--- src/rtl/sbi_pkg.sv ---
package sbi_pkg;
  typedef enum logic [2:0] {
    FLD_IDLE  = 3'd0,
    FLD_MADDR = 3'd1,
    FLD_SADDR = 3'd2,
    FLD_CTRL  = 3'd3,
    FLD_LEN   = 3'd4,
    FLD_DATA  = 3'd5
  } fld_e;

  localparam int unsigned NUM_IRQ = 6;
  localparam int unsigned IRQ_START = 0;
  localparam int unsigned IRQ_STAT  = 1;
  localparam int unsigned IRQ_EOF   = 2;
  localparam int unsigned IRQ_EOC   = 3;
  localparam int unsigned IRQ_TXW   = 4;
  localparam int unsigned IRQ_RXR   = 5;
endpackage

--- src/rtl/sbi_err_qual.sv ---
module sbi_err_qual
  import sbi_pkg::*;
(
  input  logic       clk_i,
  input  logic       rst_ni,
  input  logic [2:0] field_i,
  input  logic       is_tx_i,
  input  logic       is_bcast_i,
  input  logic       timing_err_i,
  input  logic       parity_err_i,
  input  logic       nack_i,
  input  logic       underrun_i,
  input  logic       overrun_i,
  output logic       err_set_o
);
  logic in_data;
  logic q_tim, q_par, q_nack, q_und, q_ovr;

  assign in_data = (field_i == FLD_DATA);

  always_comb begin
    q_tim  = timing_err_i;
    q_par  = parity_err_i && !is_tx_i;
    q_nack = nack_i && ((!in_data && !is_bcast_i) || (in_data && is_tx_i));
    q_und  = underrun_i && in_data && is_tx_i;
    q_ovr  = overrun_i && in_data && !is_tx_i;
  end

  assign err_set_o = q_tim | q_par | q_nack | q_und | q_ovr;


  err_cause_chk: assert property (@(posedge clk_i) disable iff (!rst_ni)
    err_set_o |-> (timing_err_i || parity_err_i || nack_i || underrun_i || overrun_i));


  und_rx_chk: assert property (@(posedge clk_i) disable iff (!rst_ni)
    (underrun_i && !is_tx_i && !timing_err_i && !parity_err_i && !nack_i && !overrun_i)
      |-> !err_set_o);
endmodule

--- src/rtl/sbi_evt_qual.sv ---
module sbi_evt_qual
  import sbi_pkg::*;
#(
  parameter int unsigned BYTE_CNT_W = 8,
  parameter int unsigned FRM_CNT_W  = 8
) (
  input  logic                  clk_i,
  input  logic                  rst_ni,
  input  logic [2:0]            field_i,
  input  logic                  is_master_i,
  input  logic                  is_tx_i,
  input  logic                  mst_req_i,
  input  logic                  lost_arb_i,
  input  logic                  addr_match_i,
  input  logic                  status_req_i,
  input  logic                  nack_i,
  input  logic                  byte_done_i,
  input  logic                  tx_load_i,
  input  logic                  rx_byte_i,
  input  logic                  parity_err_i,
  input  logic                  overrun_i,
  input  logic [BYTE_CNT_W-1:0] byte_cnt_i,
  input  logic [FRM_CNT_W-1:0]  frame_cnt_i,
  output logic [NUM_IRQ-1:0]    set_o
);
  logic in_data, in_ctrl, in_saddr;
  logic byte_last, frame_last;

  assign in_data    = (field_i == FLD_DATA);
  assign in_ctrl    = (field_i == FLD_CTRL);
  assign in_saddr   = (field_i == FLD_SADDR);
  assign byte_last  = (byte_cnt_i == '0);
  assign frame_last = (frame_cnt_i == '0);

  always_comb begin
    set_o = '0;
    set_o[IRQ_START] = (is_master_i && mst_req_i && lost_arb_i)
                     || (!is_master_i && addr_match_i && in_saddr);
    set_o[IRQ_STAT]  = in_ctrl && (status_req_i || nack_i);
    set_o[IRQ_EOF]   = byte_done_i && byte_last;
    set_o[IRQ_EOC]   = byte_done_i && byte_last && frame_last;
    set_o[IRQ_TXW]   = tx_load_i && is_tx_i && in_data && !byte_last;
    set_o[IRQ_RXR]   = rx_byte_i && !is_tx_i && in_data && !parity_err_i && !overrun_i;
  end


  last_txw_chk: assert property (@(posedge clk_i) disable iff (!rst_ni)
    (tx_load_i && byte_last) |-> !set_o[IRQ_TXW]);


  eoc_in_eof_chk: assert property (@(posedge clk_i) disable iff (!rst_ni)
    set_o[IRQ_EOC] |-> set_o[IRQ_EOF]);
endmodule

--- src/rtl/sbi_pend_bank.sv ---
module sbi_pend_bank #(
  parameter int unsigned N = 6
) (
  input  logic         clk_i,
  input  logic         rst_ni,
  input  logic [N-1:0] set_i,
  input  logic [N-1:0] clr_i,
  output logic [N-1:0] pend_o
);
  for (genvar k = 0; k < N; k++) begin : g_flag
    always_ff @(posedge clk_i or negedge rst_ni) begin
      if (!rst_ni)        pend_o[k] <= 1'b0;
      else if (set_i[k])  pend_o[k] <= 1'b1;
      else if (clr_i[k])  pend_o[k] <= 1'b0;
    end


    set_wins_chk: assert property (@(posedge clk_i) disable iff (!rst_ni)
      set_i[k] |=> pend_o[k]);


    hold_chk: assert property (@(posedge clk_i) disable iff (!rst_ni)
      (pend_o[k] && !clr_i[k]) |=> pend_o[k]);
  end
endmodule

--- src/rtl/sbi_irq_gen.sv ---
module sbi_irq_gen
  import sbi_pkg::*;
#(
  parameter int unsigned BYTE_CNT_W = 8,
  parameter int unsigned FRM_CNT_W  = 8
) (
  input  logic                  clk_i,
  input  logic                  rst_ni,
  input  logic [2:0]            field_i,
  input  logic                  is_master_i,
  input  logic                  is_tx_i,
  input  logic                  is_bcast_i,
  input  logic                  timing_err_i,
  input  logic                  parity_err_i,
  input  logic                  nack_i,
  input  logic                  underrun_i,
  input  logic                  overrun_i,
  input  logic                  mst_req_i,
  input  logic                  lost_arb_i,
  input  logic                  addr_match_i,
  input  logic                  status_req_i,
  input  logic                  byte_done_i,
  input  logic                  tx_load_i,
  input  logic                  rx_byte_i,
  input  logic [BYTE_CNT_W-1:0] byte_cnt_i,
  input  logic [FRM_CNT_W-1:0]  frame_cnt_i,
  input  logic [5:0]            en_i,
  input  logic [5:0]            clr_i,
  input  logic                  err_clr_i,
  output logic [5:0]            irq_o,
  output logic                  err_irq_o
);
  logic [NUM_IRQ-1:0] evt_set, evt_pend;
  logic               err_set, err_pend;

  sbi_err_qual i_err_qual (
    .clk_i        (clk_i),
    .rst_ni       (rst_ni),
    .field_i      (field_i),
    .is_tx_i      (is_tx_i),
    .is_bcast_i   (is_bcast_i),
    .timing_err_i (timing_err_i),
    .parity_err_i (parity_err_i),
    .nack_i       (nack_i),
    .underrun_i   (underrun_i),
    .overrun_i    (overrun_i),
    .err_set_o    (err_set)
  );

  sbi_evt_qual #(
    .BYTE_CNT_W (BYTE_CNT_W),
    .FRM_CNT_W  (FRM_CNT_W)
  ) i_evt_qual (
    .clk_i        (clk_i),
    .rst_ni       (rst_ni),
    .field_i      (field_i),
    .is_master_i  (is_master_i),
    .is_tx_i      (is_tx_i),
    .mst_req_i    (mst_req_i),
    .lost_arb_i   (lost_arb_i),
    .addr_match_i (addr_match_i),
    .status_req_i (status_req_i),
    .nack_i       (nack_i),
    .byte_done_i  (byte_done_i),
    .tx_load_i    (tx_load_i),
    .rx_byte_i    (rx_byte_i),
    .parity_err_i (parity_err_i),
    .overrun_i    (overrun_i),
    .byte_cnt_i   (byte_cnt_i),
    .frame_cnt_i  (frame_cnt_i),
    .set_o        (evt_set)
  );

  sbi_pend_bank #(.N(NUM_IRQ)) i_evt_pend (
    .clk_i  (clk_i),
    .rst_ni (rst_ni),
    .set_i  (evt_set),
    .clr_i  (clr_i),
    .pend_o (evt_pend)
  );

  sbi_pend_bank #(.N(1)) i_err_pend (
    .clk_i  (clk_i),
    .rst_ni (rst_ni),
    .set_i  (err_set),
    .clr_i  (err_clr_i),
    .pend_o (err_pend)
  );

  always_ff @(posedge clk_i or negedge rst_ni) begin
    if (!rst_ni) begin
      irq_o     <= '0;
      err_irq_o <= 1'b0;
    end else begin
      irq_o     <= evt_pend & en_i;
      err_irq_o <= err_pend;
    end
  end

  for (genvar k = 0; k < NUM_IRQ; k++) begin : g_mask_chk

    mask_chk: assert property (@(posedge clk_i) disable iff (!rst_ni)
      !en_i[k] |=> !irq_o[k]);
  end


  err_follow_chk: assert property (@(posedge clk_i) disable iff (!rst_ni)
    err_set |=> ##1 err_irq_o);
endmodule

--- config.mk ---
export PLATFORM = sky130hd
export DESIGN_NAME = sbi_irq_gen
export DESIGN_NICKNAME = d
export VERILOG_FILES = /design/src/rtl/sbi_pkg.sv /design/src/rtl/sbi_err_qual.sv /design/src/rtl/sbi_evt_qual.sv /design/src/rtl/sbi_pend_bank.sv /design/src/rtl/sbi_irq_gen.sv
export SDC_FILE = /design/constraint.sdc
export NUM_CORES = 1
export LEC_CHECK = 0
export ABC_AREA = 1
export BUFFER_PORTS_ARGS = -buffer_cell sky130_fd_sc_hd__buf_4
export CORE_ASPECT_RATIO = 1.1
export CORE_UTILIZATION = 30
export DETAILED_ROUTE_END_ITERATION = 10
export PLACE_DENSITY = 0.64
export REMOVE_ABC_BUFFERS = 1
export SLEW_MARGIN = 5
export SYNTH_ARGS = -nofsm -noshare
export SYNTH_HDL_FRONTEND = slang
export SYNTH_SLANG_ARGS = --single-unit
--- constraint.sdc ---
create_clock -name clk_i -period 1.9 [get_ports clk_i]
set_input_delay 0.19 -clock clk_i [delete_from_list [all_inputs] [get_ports clk_i]]
set_output_delay 0.19 -clock clk_i [all_outputs]
set_load 0.005 [all_outputs]
# After elaboration in Yosys (flattened, before gate mapping)
# Index checks and enable logic that the tools add are counted.
# Widths: inputs -> output; s select.
[totals]
elab_cells = 72
romBits = 0
regBits = 14
mem_count = 0
mem_bits_rw = 0
latchBits = 0
[op_classes]
add_sub_neg = 0
mux = 14
n_reduce_logical = 41
order_cmp = 0
n_bitwise = 5
eq_ne = 3
n_div = 0
shift = 0
n_mul = 0
[op_table]
columns = ["operator", "n"]
rows = [
  ["$logic_and 1x1->1", 22],
  ["$logic_not 8->1", 2],
  ["$mux 1", 14],
  ["$reduce_bool 2->1", 7],
  ["$logic_not 1->1", 7],
  ["$and 6x6->6", 1],
  ["$eq 3x2->1 const B", 2],
  ["$or 1x1->1", 4],
  ["$eq 3x3->1 const B", 1],
  ["$logic_or 1x1->1", 3],
]

# Depth between registers and ports, before layout
# Gate-level depths: netlist (run 1).
[depth]
depth_word = 9
ltp_mapped = 5
depth_no_buf = 5

# Hierarchy
# From an unflattened synthesis (run 1), not the netlist that was laid out.
[hier_totals]
cells_unflattened = 100
area_unflattened_um2 = 708.2
[modules_own_cells]
columns = ["module", "cells_each", "instances", "area_each_um2"]
rows = [
  ["sbi_pend_bank (i_evt_pend)", 30, 1, 240.2],
  ["sbi_irq_gen", 19, 1, 220.2],
  ["sbi_evt_qual", 30, 1, 137.6],
  ["sbi_err_qual", 16, 1, 70.1],
  ["sbi_pend_bank (i_err_pend)", 5, 1, 40.0],
]

# Least setup slack after synthesis (run 1)
# OpenSTA, ideal clock, no wires.
[synth_timing]
path_type = "register to register"
from = "reg, netlist name i_err_pend.pend_o"
to = "reg i_err_pend.pend_o"
arrival_ns = 0.628
setup_ns = 0.125
setup_slack_ns = 1.147
stages_incl_launch_ff = 5
t_required_ns = 1.775
cell_sequence = "dfrtp_1 nand2_1 nand3_1 nor2_1 nand3_1"
[synth_lines]
columns = ["item", "line", "text"]
rows = [
  ["end signal, assigned by index", "sbi_pend_bank.sv:12", "if (!rst_ni) pend_o[k] <= 1'b0;"],
  ["end signal, assigned by index", "sbi_pend_bank.sv:13", "else if (set_i[k]) pend_o[k] <= 1'b1;"],
  ["end signal, assigned by index", "sbi_pend_bank.sv:14", "else if (clr_i[k]) pend_o[k] <= 1'b0;"],
  ["end, declared", "sbi_pend_bank.sv:8", "output logic [N-1:0] pend_o"],
]

# Final worst setup path (run 1)
[layout_timing]
from = "reg irq_o[2]"
to = "out irq_o[2]"
[layout_lines]
columns = ["item", "line", "text"]
rows = [
  ["start, declared", "sbi_irq_gen.sv:30", "output logic [5:0] irq_o,"],
  ["start signal, assigned", "sbi_irq_gen.sv:95", "irq_o <= evt_pend & en_i;"],
]
# No word-level cell between the ends.

==> results_dict.tcl, run 1 <==
set metrics [dict create \
    deepest_clock_path_buffer_count 2 \
    synth_largest_type_area_fraction_pct 54.69 \
    timing_max_transition_violations_final 0 \
    edff_count_synth 0 \
    vias_per_cell 4.094 \
    grt_antenna_before_repair 0 \
    final-hold-violation-count 0 \
    worstRegToRegCells 4 \
    core_area_mm2 0.001999 \
    critical-path-top-delay-family "flip-flops" \
    initial_core_utilization_pct 32.04 \
    most_common_cell_in_the_synthesized_netlist "nand2_1" \
    globalplace.congestion 0.8011 \
    p_leak_nw 0.6458 \
    die_width_um 46.06 \
    drt-wirelength-per-cell_um 8.529 \
    detail_route.iter0.violations 11 \
    grt_first_pass_wirelength_um 2290 \
    hpwlAfterDp_um 1261 \
    slowest_delay_ns 0.37 \
    design.final.nets 193 \
    power.total_mw 0.5853 \
    synthesis.yosys.warnings 0 \
    drtAntennaViolNets 0 \
    setup.worst_path.start_class "flop" \
    die_area_mm2 0.002324 \
    grt_usage_pct 13.60 \
    std_cell_rows 17 \
    period_minus_slack_ns 0.9502 \
    postCtsSetupBuffers 0 \
    max_cap_violations 0 \
    critPathRequiredTime_ns 1.71 \
    antenna_cells_inserted 0 \
    grt_max_degree 15 \
    setup_viol 0 \
    dr.pass1.iters 3 \
    worst_setup_path_end_kind "output port" \
    peak_supply_drop_uv 241.9 \
    cts_tree "yes" \
    status "finished clean" \
    synthCells 83 \
    slew-limit-headroom_pct 86.83 \
    wl_um 1450 \
    clock_insertion_delay_at_the_later_pin_of_the_skew_report_ns 0.26 \
    vias 696 \
    synth_flop_cell "dfrtp_1" \
    first_global_vias 573 \
    tritoncts.num_buffers 3 \
    unrepaired_setup_endpoints_after_global_routing "no" \
    crit_slowest_cell "dfrtp_1" \
    final_min_period_over_clock_period_pct 50.01 \
    worst-setup-path-type "reg -> out" \
    arrival_ns 0.76 \
    drcViolationCount 0 \
    layout-drive-gt1-share_pct 42.25 \
    synth_top_cells_by_count "nand2_1 (21), inv_1 (16), nor2_1 (16)" \
    area_grow_syn2layout_pct 75.00 \
    critical_path_cell_count 1 \
    netlist_area_um2 640.6 \
    worstPathBufferInverterCount 1 \
    timing.setup.tns_ns 0 \
    syn_area_per_cell_um2 7.718 \
    synthTopCellsByArea "dfrtp_1 (55%), nand2_1 (12%), inv_1 (9.4%)" \
    skew_ns 0.006957 \
    cts_root_buf "clkbuf_4" \
    timing.fmax_ghz 1.052 \
    tightestPinTransition_ns 0.1968 \
    async_reset_ff_share_pct 100.0 \
    clock-sinks 14 \
    cts_resized 0 \
    seq_area_frac_synth_pct 54.69 \
    num_io_pins 56 \
    yosys.area.top_type "dfrtp_1" \
    worstPathCellList "buf_4" \
    holdBufCountCts 1 \
    ys_ff_latch 14 \
    cts.htree.levels 1 \
    number_of_distinct_standard_cells_referenced_by_the_synthesized_netlist 10 \
    min_path_cells 2 \
    numPortBuffers 55 \
    final_worst_hold_slack_ns 0.09890 \
    power-per-cell-area_mw_per_mm2 522.1 \
    clk_slew_on_worst_s_h_paths_ns 0.08 \
    gr-total-overflow 0 \
    critPathMaxFanout 1 \
    worstHoldPathType "in -> reg" \
    fp.dieH_um 50.47 \
]
[routing by layer]
layer,share of wire (%),global-route usage (%),routed length [um]
met3,4.1,0,59
met1,41,17.54,595
met5,0,0,0
met4,1.2,9.804,17
met2,54,21.36,778
[report_power, final]
group / leakage, nW / internal [mW] / total, mW / switching, mW
registers: 0.184 / 0.308 / 0.312 / 0.00412
logic: 0.448 / 0.0801 / 0.120 / 0.0395
clock network: 0.0138 / 0.0731 / 0.154 / 0.0805
[kinds of logic after synthesis]
family,after synthesis,synth area share [%]
simple gates,47,30.47
buf+inv,16,9.375
flops,14,54.69
compound gates,6,5.467
[path summary, 6_finish.rpt]
kind | startpoint | end | slack [ns]
worst max-delay path | irq_o[2] | irq_o[2] | 0.95
worst min-delay path | clr_i[5] | i_evt_pend.pend_o[5] | 0.1
worst max register to register | i_err_pend.pend_o | i_err_pend.pend_o | 1.08
worst min register to register | i_err_pend.pend_o | err_irq_o | 0.37
max in group asynchronous | rst_ni | i_evt_pend.pend_o[1] | 1.43
min in group asynchronous | rst_ni | irq_o[3] | 0.30
[metrics by stage]
stage          cell area [um2]  cells  worst slack (ns)  utilization (%)
2_1_floorplan            640.6     83             1.147                -
3_3_place_gp              1089    166             1.051            54.44
3_5_place_dp              1089    166             1.028            54.44
4_1_cts                   1121    170            0.9401            56.07
5_1_grt                   1121    170            0.9137            56.07
6_report                  1121    170            0.9498            56.07
[state kept, by name, summed over array words and instances, names as in the netlist]
name,flops
i_err_pend.pend_o,1
i_evt_pend.pend_o,6
irq_o,6
err_irq_o,1
[placed cells by master, fill, tap and decap left out, types with 2 or more instances in the layout]
| master | netlist | final |
|---|---|---|
| buf_4 | 0 | 55 |
| clkbuf_4 | 0 | 3 |
| dfrtp_1 | 14 | 14 |
| inv_1 | 16 | 16 |
| nand2_1 | 21 | 21 |
| nand3_1 | 8 | 8 |
| nor2_1 | 16 | 16 |
| o211ai_1 | 2 | 2 |
| o21ai_0 | 3 | 3 |
[area by class of cell]
| cell class | count | area (um2) |
|---|---|---|
| clock buffer | 3 | 22.52 |
| sequential | 14 | 350.3 |
| inverter | 16 | 60.06 |
| tap | 28 | 35.03 |
| multi-input combinational | 53 | 230.2 |
| fill | 215 | 878.3 |
| timing repair buffer | 56 | 422.9 |
Power figures use the tool's default switching activity.
==> run 2: changes to the inputs <==
--- a/config.mk
+++ b/config.mk
@@ -5,12 +5,12 @@
 export SDC_FILE = /design/constraint.sdc
 export NUM_CORES = 1
 export LEC_CHECK = 0
-export ABC_AREA = 1
+export ABC_AREA = 0
 export BUFFER_PORTS_ARGS = -buffer_cell sky130_fd_sc_hd__buf_4
 export CORE_ASPECT_RATIO = 1.1
 export CORE_UTILIZATION = 30
 export DETAILED_ROUTE_END_ITERATION = 10
-export PLACE_DENSITY = 0.64
+export PLACE_DENSITY = 0.68
 export REMOVE_ABC_BUFFERS = 1
 export SLEW_MARGIN = 5
 export SYNTH_ARGS = -nofsm -noshare
==> constraint.sdc (replaced) <==
create_clock -name clk_i -period 0.8 [get_ports clk_i]
set_input_delay 0.08 -clock clk_i [delete_from_list [all_inputs] [get_ports clk_i]]
set_output_delay 0.08 -clock clk_i [all_outputs]
set_load 0.005 [all_outputs]
==> results_dict.tcl, run 2 <==
set metrics [dict create \
    synth_flop_cell "dfrtp_1" \
    clock-sinks 14 \
    num_io_pins 56 \
    cts_tree "yes" \
    std_cell_rows 16 \
    die_area_mm2 0.002189 \
    vias_per_cell 4.384 \
    layout_common_cells "buf_4 (52), dfrtp_1 (14), inv_1 (9)" \
    fp.dieH_um 48.98 \
    numPortBuffers 55 \
    ys_ff_latch 14 \
    dp_cells 142 \
    design.final.nets 175 \
    r2r-end "i_err_pend.pend_o" \
    grt_usage_pct 16.75 \
    dr.pass1.iters 4 \
    drt-wirelength-per-cell_um 11.07 \
    drcViolationCount 0 \
    final_min_period_over_clock_period_pct 120.7 \
    wl_um 1671 \
    globalplace.congestion 0.6463 \
    yosys.area.top_type "dfrtp_1" \
    seq_area_frac_synth_pct 58.21 \
    gr-total-overflow 0 \
    area_grow_syn2layout_pct 97.30 \
    grt_max_degree 15 \
    final_worst_hold_slack_ns 0.01682 \
    grt_first_pass_wirelength_um 2725 \
    cts.htree.levels 1 \
    setup_ws_ns -0.1660 \
    skew_ns 0.004775 \
    synthesis.yosys.warnings 0 \
    final_cells 151 \
    netlist_area_um2 601.8 \
    synth_largest_type_area_fraction_pct 58.21 \
    slew-limit-headroom_pct 71.22 \
    globalRouteMet3Util_pct 2.222 \
    deepest_clock_path_buffer_count 2 \
    number_of_distinct_standard_cells_referenced_by_the_synthesized_netlist 16 \
    min_path_cells 2 \
    detail_route.iter0.violations 9 \
    synthCells 56 \
    antenna_cells_inserted 0 \
    first_global_vias 644 \
    most_common_cell_after_layout_fill_and_taps_aside "buf_4" \
    p_leak_nw 0.6243 \
    violations "setup timing" \
    synth_top_cells_by_count "dfrtp_1 (14), inv_1 (9), and2_1 (6)" \
    worst_setup_path_end_kind "flop" \
    worstHoldPathType "in -> reg" \
    most_common_cell_in_the_synthesized_netlist "dfrtp_1" \
    arrival_ns 1.12 \
    critPathMaxFanout 2 \
    hpwlAfterDp_um 1341 \
    synthTopCellsByArea "dfrtp_1 (58%), and2_1 (6.2%), inv_1 (5.6%)" \
    worst-r2r-setup-slack_ns -0.17 \
    worstRegToRegCells 3 \
    layout-drive-gt1-share_pct 51.61 \
    finalCoreUtilization_pct 64.47 \
    drtAntennaViolNets 0 \
    globalRouteMet1Util_pct 20.66 \
    vias 662 \
    unrepaired_setup_endpoints_after_global_routing "yes" \
    timing.fmax_ghz 1.035 \
    grt_antenna_before_repair 0 \
    busiest_layer "met2" \
    tritoncts.num_buffers 3 \
    period_minus_slack_ns 0.9660 \
    timing_max_transition_violations_final 0 \
    status "finished with violations" \
    power-per-cell-area_mw_per_mm2 1213 \
    initial_core_utilization_pct 32.68 \
    gr-usage-met2_pct 28.92 \
    timing.hold.worst_endpoint "irq_o[5]" \
    reg_top3 "i_evt_pend.pend_o: 6 flops, irq_o: 6 flops" \
    async_reset_ff_share_pct 100.0 \
    die_width_um 44.71 \
    edff_count_synth 0 \
    cts_root_buf "clkbuf_4" \
    max_cap_violations 0 \
    worst-setup-path-type "reg -> reg" \
    postCtsSetupBuffers 0 \
    hold_path_startpoint "en_i[5]" \
    clk_slew_on_worst_s_h_paths_ns 0.08 \
    syn_area_per_cell_um2 10.75 \
    final-hold-violation-count 0 \
    clock_insertion_delay_at_the_later_pin_of_the_skew_report_ns 0.27 \
    worst_flop_to_flop_path_startpoint "i_err_pend.pend_o" \
    peak_supply_drop_uv 579.6 \
    tightestPinTransition_ns 0.4278 \
    critPathRequiredTime_ns 0.95 \
    setup.worst_path.start_class "flop" \
    power.total_mw 1.440 \
    setup_viol 8 \
    core_area_mm2 0.001842 \
]
==> run 2: cell types whose count changed after synthesis, moves of 4 or more <==
cell and delta:
nand2_1 -18, and2_1 +6, nand3_1 -5, nor4_1 +4, nor2_1 -13, inv_1 -7
==> run 2: routing by layer <==
metal / vias up / part of all wire, %
li1: 331 / -
met1: 308 / 41
met2: 23 / 53
met3: 0 / 5.3
met4: 0 / 0
met5: - / 0
==> run 2: timing repair <==
action                                  CTS  global route
hold buffers                              6             0
endpoints found under the setup margin    8             8
resized for setup                         7             0
hold endpoints to repair                 19             0
pin swaps                                 1             0
==> run 2: how the worst max path moves through the flow <==
| stage | start | to | slack [ns] | cells after the start |
|---|---|---|---|---|
| final | i_err_pend.pend_o | i_err_pend.pend_o | -0.17 | 3 |
| after global routing | i_err_pend.pend_o | i_err_pend.pend_o | -0.22 | 3 |
| after CTS | i_err_pend.pend_o | i_err_pend.pend_o | -0.18 | 3 |
| after detailed placement | field_i[1] | i_err_pend.pend_o | -0.21 | 4 |
| after global placement | field_i[1] | i_err_pend.pend_o | -0.17 | 4 |
| after floorplan | i_err_pend.pend_o | i_err_pend.pend_o | -0.14 | 3 |
==> run 2: worst max-delay path: stages, from the launching register on <==
cell and delay [ns]:
dfrtp_1 0.39, inv_1 0.05, o22ai_1 0.05, a2111o_1 0.35
==> run 2: final cells by class <==
type,instances,area (um2)
clock buffer,3,22.52
inverter,9,33.78
multi-input combinational,33,217.7
fill,150,654.4
sequential,14,350.3
timing repair buffer,65,529.3
tap,27,33.78
==> run 2: cell families (layout without fill, tap and decap cells) <==
family | after synthesis | in the layout | synth area share, %
AOI/OAI and AO/OA | 10 | 10 | 11.85
buffers and inverters | 9 | 77 | 5.613
DFF | 14 | 14 | 58.21
muxes | 2 | 2 | 3.327
and+or+nand+nor | 21 | 21 | 21.00
==> run 2: per-stage QoR <==
step                      setup TNS, ns  worst slack (ns)  area [um2]
after global placement          -0.4993           -0.1712        1079
after CTS                       -0.4693           -0.1773        1187
final                           -0.4119           -0.1660        1187
after floorplan                 -0.1360           -0.1360       601.8
after global routing            -0.6923           -0.2156        1187
after detailed placement        -0.7383           -0.2093        1079
==> run 2: report_power, final <==
group	switching, mW	internal (mW)	total (mW)	leakage, nW
Sequential	0.0119	0.731	0.743	0.184
Combinational	0.0942	0.226	0.320	0.427
Clock	0.203	0.174	0.377	0.0138
